--- src/rtl/dma_regs_pkg.sv ---
package dma_regs_pkg;

  typedef enum logic {
    SEL_ADDR = 1'b0,
    SEL_CNT  = 1'b1
  } reg_sel_e;

  // byte lane extraction: shift by the width setting plus 8 for the high byte
  function automatic logic [7:0] pick_byte(input logic [31:0] v,
                                           input logic wide_i,
                                           input logic hi);
    logic [31:0] t;
    t = v >> (5'({hi, 3'b000}) + 5'(wide_i));
    return t[7:0];
  endfunction

endpackage

--- src/rtl/dma_port_decode.sv ---
module dma_port_decode #(
  parameter int PORT_W = 5,
  parameter int CH_W   = 2
) (
  input  logic                  en,
  input  logic                  wr,
  input  logic                  wide,
  input  logic [PORT_W-1:0]     port,
  output logic                  rd_hit,
  output logic                  wr_hit,
  output logic [CH_W-1:0]       ch,
  output dma_regs_pkg::reg_sel_e sel
);
  localparam int IDX_W = CH_W + 2;

  logic [IDX_W-1:0] idx;
  logic             chan_range;

  assign idx        = wide ? port[IDX_W:1] : port[IDX_W-1:0];
  assign chan_range = ~idx[IDX_W-1];
  assign ch         = idx[CH_W:1];
  assign sel        = dma_regs_pkg::reg_sel_e'(idx[0]);
  assign rd_hit     = en & ~wr & chan_range;
  assign wr_hit     = en &  wr & chan_range;
endmodule

--- src/rtl/dma_byte_ptr.sv ---
module dma_byte_ptr (
  input  logic clk,
  input  logic rst,
  input  logic clear,
  input  logic toggle,
  output logic ptr
);
  always_ff @(posedge clk) begin
    if (rst)        ptr <= 1'b0;
    else if (clear) ptr <= 1'b0;
    else if (toggle) ptr <= ~ptr;
  end
endmodule

--- src/rtl/dma_chan_slot.sv ---
module dma_chan_slot #(
  parameter int BASE_W = 16,
  localparam int VAL_W = BASE_W + 1
) (
  input  logic              clk,
  input  logic              rst,
  input  logic              wide,
  input  logic              wr_lo,
  input  logic              wr_hi,
  input  dma_regs_pkg::reg_sel_e sel,
  input  logic [7:0]        wdata,
  input  logic              prog_we,
  input  logic [VAL_W-1:0]  prog_val,
  output logic [BASE_W-1:0] base_addr,
  output logic [BASE_W-1:0] base_cnt,
  output logic [VAL_W-1:0]  origin,
  output logic [VAL_W-1:0]  moved
);
  import dma_regs_pkg::*;

  logic [BASE_W-1:0] addr_after;

  // base address as it stands once this cycle's high-byte write lands
  always_comb begin
    addr_after = base_addr;
    if (wr_hi && sel == SEL_ADDR) addr_after[BASE_W-1:8] = wdata[BASE_W-9:0];
  end

  always_ff @(posedge clk) begin
    if (rst) begin
      base_addr <= '0;
      base_cnt  <= '0;
      origin    <= '0;
      moved     <= '0;
    end else begin
      if (wr_lo) begin
        if (sel == SEL_ADDR) base_addr[7:0] <= wdata;
        else                 base_cnt[7:0]  <= wdata;
      end
      if (wr_hi) begin
        if (sel == SEL_CNT) base_cnt[BASE_W-1:8] <= wdata[BASE_W-9:0];
        base_addr <= addr_after;
        origin    <= VAL_W'(addr_after) << wide;
        moved     <= '0;
      end else if (prog_we) begin
        moved <= prog_val;
      end
    end
  end
endmodule

--- src/rtl/dma_chan_regs.sv ---
module dma_chan_regs #(
  parameter int NUM_CH = 4,
  parameter int BASE_W = 16,
  parameter int PORT_W = 5,
  localparam int CH_W  = $clog2(NUM_CH),
  localparam int VAL_W = BASE_W + 1,
  localparam int LEN_W = BASE_W + 2
) (
  input  logic              clk,
  input  logic              rst,
  input  logic              wide,
  input  logic              bus_en,
  input  logic              bus_wr,
  input  logic [PORT_W-1:0] port,
  input  logic [7:0]        wdata,
  output logic [7:0]        rdata,
  output logic              rvalid,
  input  logic              clear_ff,
  input  logic [NUM_CH-1:0] dir_down,
  input  logic              prog_valid,
  input  logic [CH_W-1:0]   prog_ch,
  input  logic [VAL_W-1:0]  prog_count,
  input  logic [CH_W-1:0]   q_ch,
  output logic [VAL_W-1:0]  q_addr,
  output logic [VAL_W-1:0]  q_remain,
  output logic [LEN_W-1:0]  q_len
);
  import dma_regs_pkg::*;

  logic            rd_hit, wr_hit;
  logic [CH_W-1:0] acc_ch;
  reg_sel_e        acc_sel;
  logic            ff;

  dma_port_decode #(.PORT_W(PORT_W), .CH_W(CH_W)) u_dec (
    .en(bus_en), .wr(bus_wr), .wide(wide), .port(port),
    .rd_hit(rd_hit), .wr_hit(wr_hit), .ch(acc_ch), .sel(acc_sel)
  );

  dma_byte_ptr u_ptr (
    .clk(clk), .rst(rst), .clear(clear_ff),
    .toggle(rd_hit | wr_hit), .ptr(ff)
  );

  logic [BASE_W-1:0] base_addr [NUM_CH];
  logic [BASE_W-1:0] base_cnt  [NUM_CH];
  logic [VAL_W-1:0]  origin    [NUM_CH];
  logic [VAL_W-1:0]  moved     [NUM_CH];
  logic [VAL_W-1:0]  addr_val  [NUM_CH];
  logic [VAL_W-1:0]  cnt_val   [NUM_CH];

  for (genvar i = 0; i < NUM_CH; i++) begin : g_ch
    logic hit;
    assign hit = wr_hit && (acc_ch == CH_W'(i));

    dma_chan_slot #(.BASE_W(BASE_W)) u_slot (
      .clk(clk), .rst(rst), .wide(wide),
      .wr_lo(hit & ~ff), .wr_hi(hit & ff), .sel(acc_sel), .wdata(wdata),
      .prog_we(prog_valid && (prog_ch == CH_W'(i))), .prog_val(prog_count),
      .base_addr(base_addr[i]), .base_cnt(base_cnt[i]),
      .origin(origin[i]), .moved(moved[i])
    );

    assign addr_val[i] = dir_down[i] ? (origin[i] - moved[i])
                                     : (origin[i] + moved[i]);
    assign cnt_val[i]  = (VAL_W'(base_cnt[i]) << wide) - moved[i];
  end

  logic [VAL_W-1:0] rd_val;
  assign rd_val = (acc_sel == SEL_CNT) ? cnt_val[acc_ch] : addr_val[acc_ch];

  always_ff @(posedge clk) begin
    if (rst) begin
      rdata  <= '0;
      rvalid <= 1'b0;
    end else begin
      rvalid <= rd_hit;
      if (rd_hit) rdata <= pick_byte(32'(rd_val), wide, ff);
    end
  end

  always_ff @(posedge clk) begin
    if (rst) begin
      q_addr   <= '0;
      q_remain <= '0;
      q_len    <= '0;
    end else begin
      q_addr   <= addr_val[q_ch];
      q_remain <= cnt_val[q_ch];
      q_len    <= (LEN_W'(base_cnt[q_ch]) + LEN_W'(1)) << wide;
    end
  end
endmodule

--- config.mk ---
export PLATFORM = sky130hd
export DESIGN_NAME = dma_chan_regs
export DESIGN_NICKNAME = d
export VERILOG_FILES = /design/src/rtl/dma_regs_pkg.sv /design/src/rtl/dma_port_decode.sv /design/src/rtl/dma_byte_ptr.sv /design/src/rtl/dma_chan_slot.sv /design/src/rtl/dma_chan_regs.sv
export SDC_FILE = /design/constraint.sdc
export NUM_CORES = 1
export LEC_CHECK = 0
export BUFFER_PORTS_ARGS = -buffer_cell sky130_fd_sc_hd__buf_2
export CAP_MARGIN = 0
export CORE_MARGIN = 5
export CORE_UTILIZATION = 40
export CTS_BUF_LIST = sky130_fd_sc_hd__clkbuf_2 sky130_fd_sc_hd__clkbuf_4 sky130_fd_sc_hd__clkbuf_8
export CTS_CLUSTER_DIAMETER = 40
export DETAILED_ROUTE_END_ITERATION = 10
export SYNTH_ARGS = -nofsm -noshare
export SYNTH_HDL_FRONTEND = slang
export SYNTH_HIERARCHICAL = 1
export SYNTH_SLANG_ARGS = --single-unit
--- constraint.sdc ---
create_clock -name clk -period 5.84 [get_ports clk]
set_input_delay 0.584 -clock clk [delete_from_list [all_inputs] [get_ports clk]]
set_output_delay 0.584 -clock clk [all_outputs]
set_load 0.05 [all_outputs]
==> results of run 1 <==
==> registers in the layout, summed over array words and instances, names as in the netlist <==
name,count
rdata,8
g_ch.u_slot/origin,68
q_remain,17
g_ch.u_slot/base_cnt,64
g_ch.u_slot/base_addr,64
u_ptr/ptr,1
rvalid,1
q_addr,17
g_ch.u_slot/moved,68
q_len,18
==> routing by layer <==
metal | wire [um] | vias up | share of wire
li1 | - | 9975 | -
met1 | 42320 | 10542 | 0.44
met2 | 40460 | 1037 | 0.42
met3 | 8518 | 228 | 0.089
met4 | 4824 | 6 | 0.050
met5 | 39 | - | 0.00041
==> through the flow <==
step,hold WS [ns],utilization
finish,0.1018,0.4455
floorplan,0.4452,-
global route,0.08461,0.4454
global placement,0.4578,0.4196
detailed placement,0.4608,0.4196
CTS,0.05381,0.4454
==> cells in the final DEF (no fill, tap or decap), types with 10 or more instances in the layout <==
cell type,n
xnor2_1,148
o211ai_1,18
ha_1,133
a211o_1,11
buf_4,40
and2_1,25
a21oi_1,202
mux4_2,60
nand2b_1,35
nor2b_1,25
xor2_1,42
clkbuf_4,11
a21o_1,29
o31ai_1,10
nor3_1,29
nand3_1,87
o221ai_1,16
nor2_1,360
dfxtp_1,326
or3b_2,12
a211oi_1,76
o21ai_0,56
nand3b_1,13
o21bai_1,11
a31oi_1,30
mux2i_1,192
inv_1,106
mux2_2,68
clkbuf_8,83
buf_2,103
nand2_1,190
nor4_1,12
o21a_1,26
and3_1,13
==> area by class of cell <==
cell class | instances | area, sq um
fillers | 5803 | 32610
multi-input cells | 2137 | 15890
flip-flops and latches | 326 | 6526
clock buffers | 93 | 1211
well taps | 773 | 967.2
repair buffers | 147 | 880.8
inverters | 108 | 405.4
clock inverters | 24 | 305.3
diodes | 2 | 5.005
==> worst max-delay path, cell delays in order (launching register included) <==
cell,delay [ns]
dfxtp_1,0.37
inv_1,0.11
ha_1,0.19
nand2b_1,0.08
nor3_1,0.41
and2_1,0.26
a21oi_1,0.10
xnor2_1,0.25
ha_1,0.33
a21oi_1,0.26
o21bai_1,0.11
a21oi_1,0.32
nor2_1,0.09
a311oi_1,0.34
xnor2_1,0.27
nor3_1,0.08
or4b_1,0.52
nor4_1,0.33
a221oi_1,0.08
==> power by group <==
| part | switching [W] | total, W | leakage (nW) | internal [W] |
|---|---|---|---|---|
| clock | 0.00111 | 0.00269 | 0.780 | 0.00158 |
| sequential | 0.0000439 | 0.00233 | 2.64 | 0.00229 |
| combinational | 0.00154 | 0.00229 | 6.81 | 0.000747 |
==> worst paths after layout <==
kind | slack, ns | end | depth (start not counted)
max | 1.18 | rdata[7] | 18
min | 0.10 | u_ptr/ptr | 2
max reg2reg | 1.18 | rdata[7] | 18
min reg2reg | 0.47 | g_ch[2].u_slot/origin[0] | 2
==> out/metrics.csv, run 1 <==
metric,value,unit
leakage,10.24,nW
Crit Reg-Reg Startpoint,g_ch[0].u_slot/moved[1],
CTS root buf,clkbuf_8,
Fmax,0.2147,GHz
grt met2 use,0.4301,
period utilization,0.7974,
clk slew on worst S/H paths,0.05,ns
clock sink count,326,
post-route ant nets,0,
met1 usage,0.4070,
port buffer count,105,
Total GRT Usage,0.2902,
GP Congestion,1.086,
Die ar.,64140,sq um
Pins Over Slew Limit,0,
DR iter-0 viols,2473,
Post-Syn Instances,2718,
clock buffer count from CTS,66,
Setup crit start,g_ch[0].u_slot/moved[1],
Setup CP Type,register to register,
post-route cell area,26190,sq um
Initial Utilization,0.4026,
post-cts resize count,0,
Post-Place Setup Slack,1.130,ns
Setup Skew,0.04584,ns
Hold Crit Class,primary input to register,
Worst setup EP type,register,
Die W,253.3,um
die height,253.3,um
final setup vio count,0,
final worst path period need,4.657,ns
Yosys Warn Count,6,
vias in the first global route,20144,
maximum VDD drop,209.4,uV
Critical Path RT,6.36,ns
initial antenna violation count,13,
I/O pins,106,
Max-Cap Viols,0,
post-DP HPWL,74.45,mm
post-route setup TNS,0,ns
crit path DAT,5.18,ns
CP startpoint kind,register,
DRT Wirelength,96.16,mm
H-tree levels,3,
aggregate global routing overflow,0,
routed vias,21788,
Rel. slew slack,0.2255,
Pwr per Cell Area,279.2,nW/um^2
placed insts,3491,
post-CTS setup buffer count,0,
largest net degree at the start of global routing,122,
core area,58800,sq um
clk_lat worst skew,0.69,ns
RSZ-0062 raised after global routing,no,
Post-Syn Nets,2904,
share of cells above drive strength 1,0.1616,
Vias/cell,6.035,
status,"finished, final reports clean",
Max clock buf depth,3,
DRC Markers,0,
nets,2972,
Worst Min Path Start,clear_ff,
M3 GR Usage,0.05957,
Slew @ Worst Pin,1.161,ns
Synth-to-Final Area Change,10.65,%
setup ws final,1.183,ns
DRT Pass-1 Iters,6,
GR peak layer,met2,
first-pass GRT wire length,137.9,mm
mapped cell area,23670,sq um
final total power,0.007311,W
Post-Layout Cell Count,3610,
CTS hold repair buffers,0,
average cell area after synthesis,8.709,sq um
row cnt,89,
final hold vios,0,
crit-path max FO,5,
TritonCTS clock tree,yes,
detail-routed net length per standard cell,26.64,um
placed cell areas,24670,sq um
No activity file was read; power rests on OpenSTA's default activity.
==> run 2, diff against run 1 <==
- clock period: 5.84 -> 4.3 ns (I/O delays scaled with it)
==> out/metrics.csv, run 2 (synthesis results as in run 1) <==
metric,value,unit,change
routed vias,22381,,+2.7%
worst hold slack,0.1498,ns,+0.04800 ns
clock buffer count from CTS,68,,+3.0%
Pins Over Slew Limit,0,,unchanged
RSZ-0062 raised after global routing,no,,
post-route ant nets,0,,unchanged
nets,3074,,+3.4%
Critical Path RT,4.83,ns,-1.53 ns
clock sink count,326,,unchanged
Worst setup EP type,register,,
detail-routed net length per standard cell,26.55,um,-0.34%
Critical Path Max Stage Delay,0.45,ns,-0.07 ns
row cnt,89,,unchanged
Max clock buf depth,3,,unchanged
final setup vio count,0,,unchanged
vias in the first global route,20449,,+1.5%
aggregate global routing overflow,0,,unchanged
clk slew on worst S/H paths,0.05,ns,about the same
Max-Cap Viols,0,,unchanged
Die W,253.3,um,unchanged
CP startpoint kind,register,,
Hold Crit Class,primary input to register,,
R2R setup slack,0.13,ns,-1.05 ns
post-route cell area,27100,sq um,+3.5%
Util after Layout,0.4609,,+0.01541
Vias/cell,6.023,,-0.21%
core area,58800,sq um,unchanged
Total GRT Usage,0.2959,,+0.005608
die height,253.3,um,unchanged
H-tree levels,3,,unchanged
first-pass GRT wire length,140.2,mm,+1.7%
CP max stage cell,a2111oi_2,,
final hold vios,0,,unchanged
Fmax,0.2398,GHz,+12%
status,"finished, final reports clean",,
Synth-to-Final Area Change,14.48,%,
post-DP HPWL,77.32,mm,+3.8%
period utilization,0.9699,,+0.1725
DRT Wirelength,98.65,mm,+2.6%
cell breakdown of the critical path,"inv_1, ha_1, a31oi_1, xnor2_1, ha_1, and2_4, a221oi_4, a21oi_2, o41ai_4, o21ai_2, mux2_4, a2111oi_2, a31oi_1, a211oi_2, a311oi_1",,
DR iter-0 viols,2315,,-6.4%
Initial Utilization,0.4026,,unchanged
initial antenna violation count,5,,-8
post-route setup TNS,0,ns,unchanged
crit-path max FO,4,,-1
crit path DAT,4.70,ns,-0.48 ns
Setup CP Type,register to register,,
GP Congestion,1.078,,-0.70%
leakage,10.77,nW,+5.3%
TritonCTS clock tree,yes,,
I/O pins,106,,unchanged
Regs by FF count,"g_ch.u_slot/moved (68), g_ch.u_slot/origin (68)",,
"commonest non-fill, non-tap cell in the layout",nor2_1,,
DRT Pass-1 Iters,6,,unchanged
clk_lat worst skew,0.70,ns,about the same
largest net degree at the start of global routing,91,,-25%
placed cell areas,25400,sq um,+3.0%
port buffer count,105,,unchanged
Pwr per Cell Area,376.3,nW/um^2,+35%
final worst path period need,4.170,ns,-0.4865 ns
Slew @ Worst Pin,1.247,ns,+0.08614 ns
Rel. slew slack,0.1680,,-0.05749
DRC Markers,0,,unchanged
maximum VDD drop,287.9,uV,+38%
most frequent cells in the layout,"359 x nor2_1, 326 x dfxtp_1, 201 x a21oi_1",,
CTS root buf,clkbuf_8,,
Die ar.,64140,sq um,unchanged
share of cells above drive strength 1,0.1964,,+0.03484
Setup Skew,0.04145,ns,-0.004389 ns
run 2: cell count changes in the layout (fill, tap and decap cells not counted), moves of 3 or more:
cell / change
buf_4: +99
clkbuf_4: +5
nor3_1: -4
nor3_2: +4
a2111oi_0: -3
clkinv_4: -3
diode_2: +3
run 2: per-layer routing:
layer  vias to the layer above  part of all wire  GRT usage
met5                         -           0.00031          0
met4                         4             0.047     0.1165
met3                       226             0.099    0.06738
met2                      1143              0.42     0.4395
met1                     10828              0.43     0.4172
li1                      10180                 -          -
run 2: cell type report:
cell class / count / area, sq um
fillers: 5819 / 31700
multi-input cells: 2137 / 15990
flip-flops and latches: 326 / 6526
repair buffers: 247 / 1634
clock buffers: 98 / 1249
well taps: 773 / 967.2
inverters: 108 / 405.4
clock inverters: 22 / 312.8
diodes: 5 / 12.51
run 2: path summary, 6_finish.rpt:
check                                              start  cells after the start                       end
worst max-delay path             g_ch[1].u_slot/moved[1]                     15                  rdata[6]
worst min register to register  g_ch[0].u_slot/origin[0]                      2  g_ch[0].u_slot/origin[0]
worst min-delay path                      prog_count[11]                      3  g_ch[0].u_slot/moved[11]
worst max register to register   g_ch[1].u_slot/moved[1]                     15                  rdata[6]
run 2: critical path: cells and delay by family, from the launching register on:
family          cells  cell delay (ns)
fa+ha+maj           2             0.65
compound gates      9             2.17
xor+xnor            1             0.15
mux                 1             0.35
flops               1             0.30
simple gates        1             0.19
buf+inv             1             0.19
run 2: report_power, final:
group / switching [W] / internal, W
logic: 0.00210 / 0.00118
registers: 0.0000568 / 0.00311
clock network: 0.00150 / 0.00225
total: 0.00366 / 0.00654
run 2: timing repair:
item / CTS / global route
gates resized for setup: 2 / 21
setup endpoints to repair: 3 / 10
hold buffers: 1 / 0
buffers inserted: 0 / 2
pin swaps: 0 / 6
hold endpoints to repair: 1 / 0
run 2: per-stage QoR:
step / power, W / setup WS, ns / instances
after global placement: 0.006374 / 0.006586 / 3588
after global routing: 0.01057 / 0.006639 / 3713
after CTS: 0.01016 / 0.06556 / 3709
final: 0.01020 / 0.1295 / 3716
after floorplan: 0.005155 / 0.07873 / 2718
after detailed placement: 0.006379 / -0.006667 / 3588
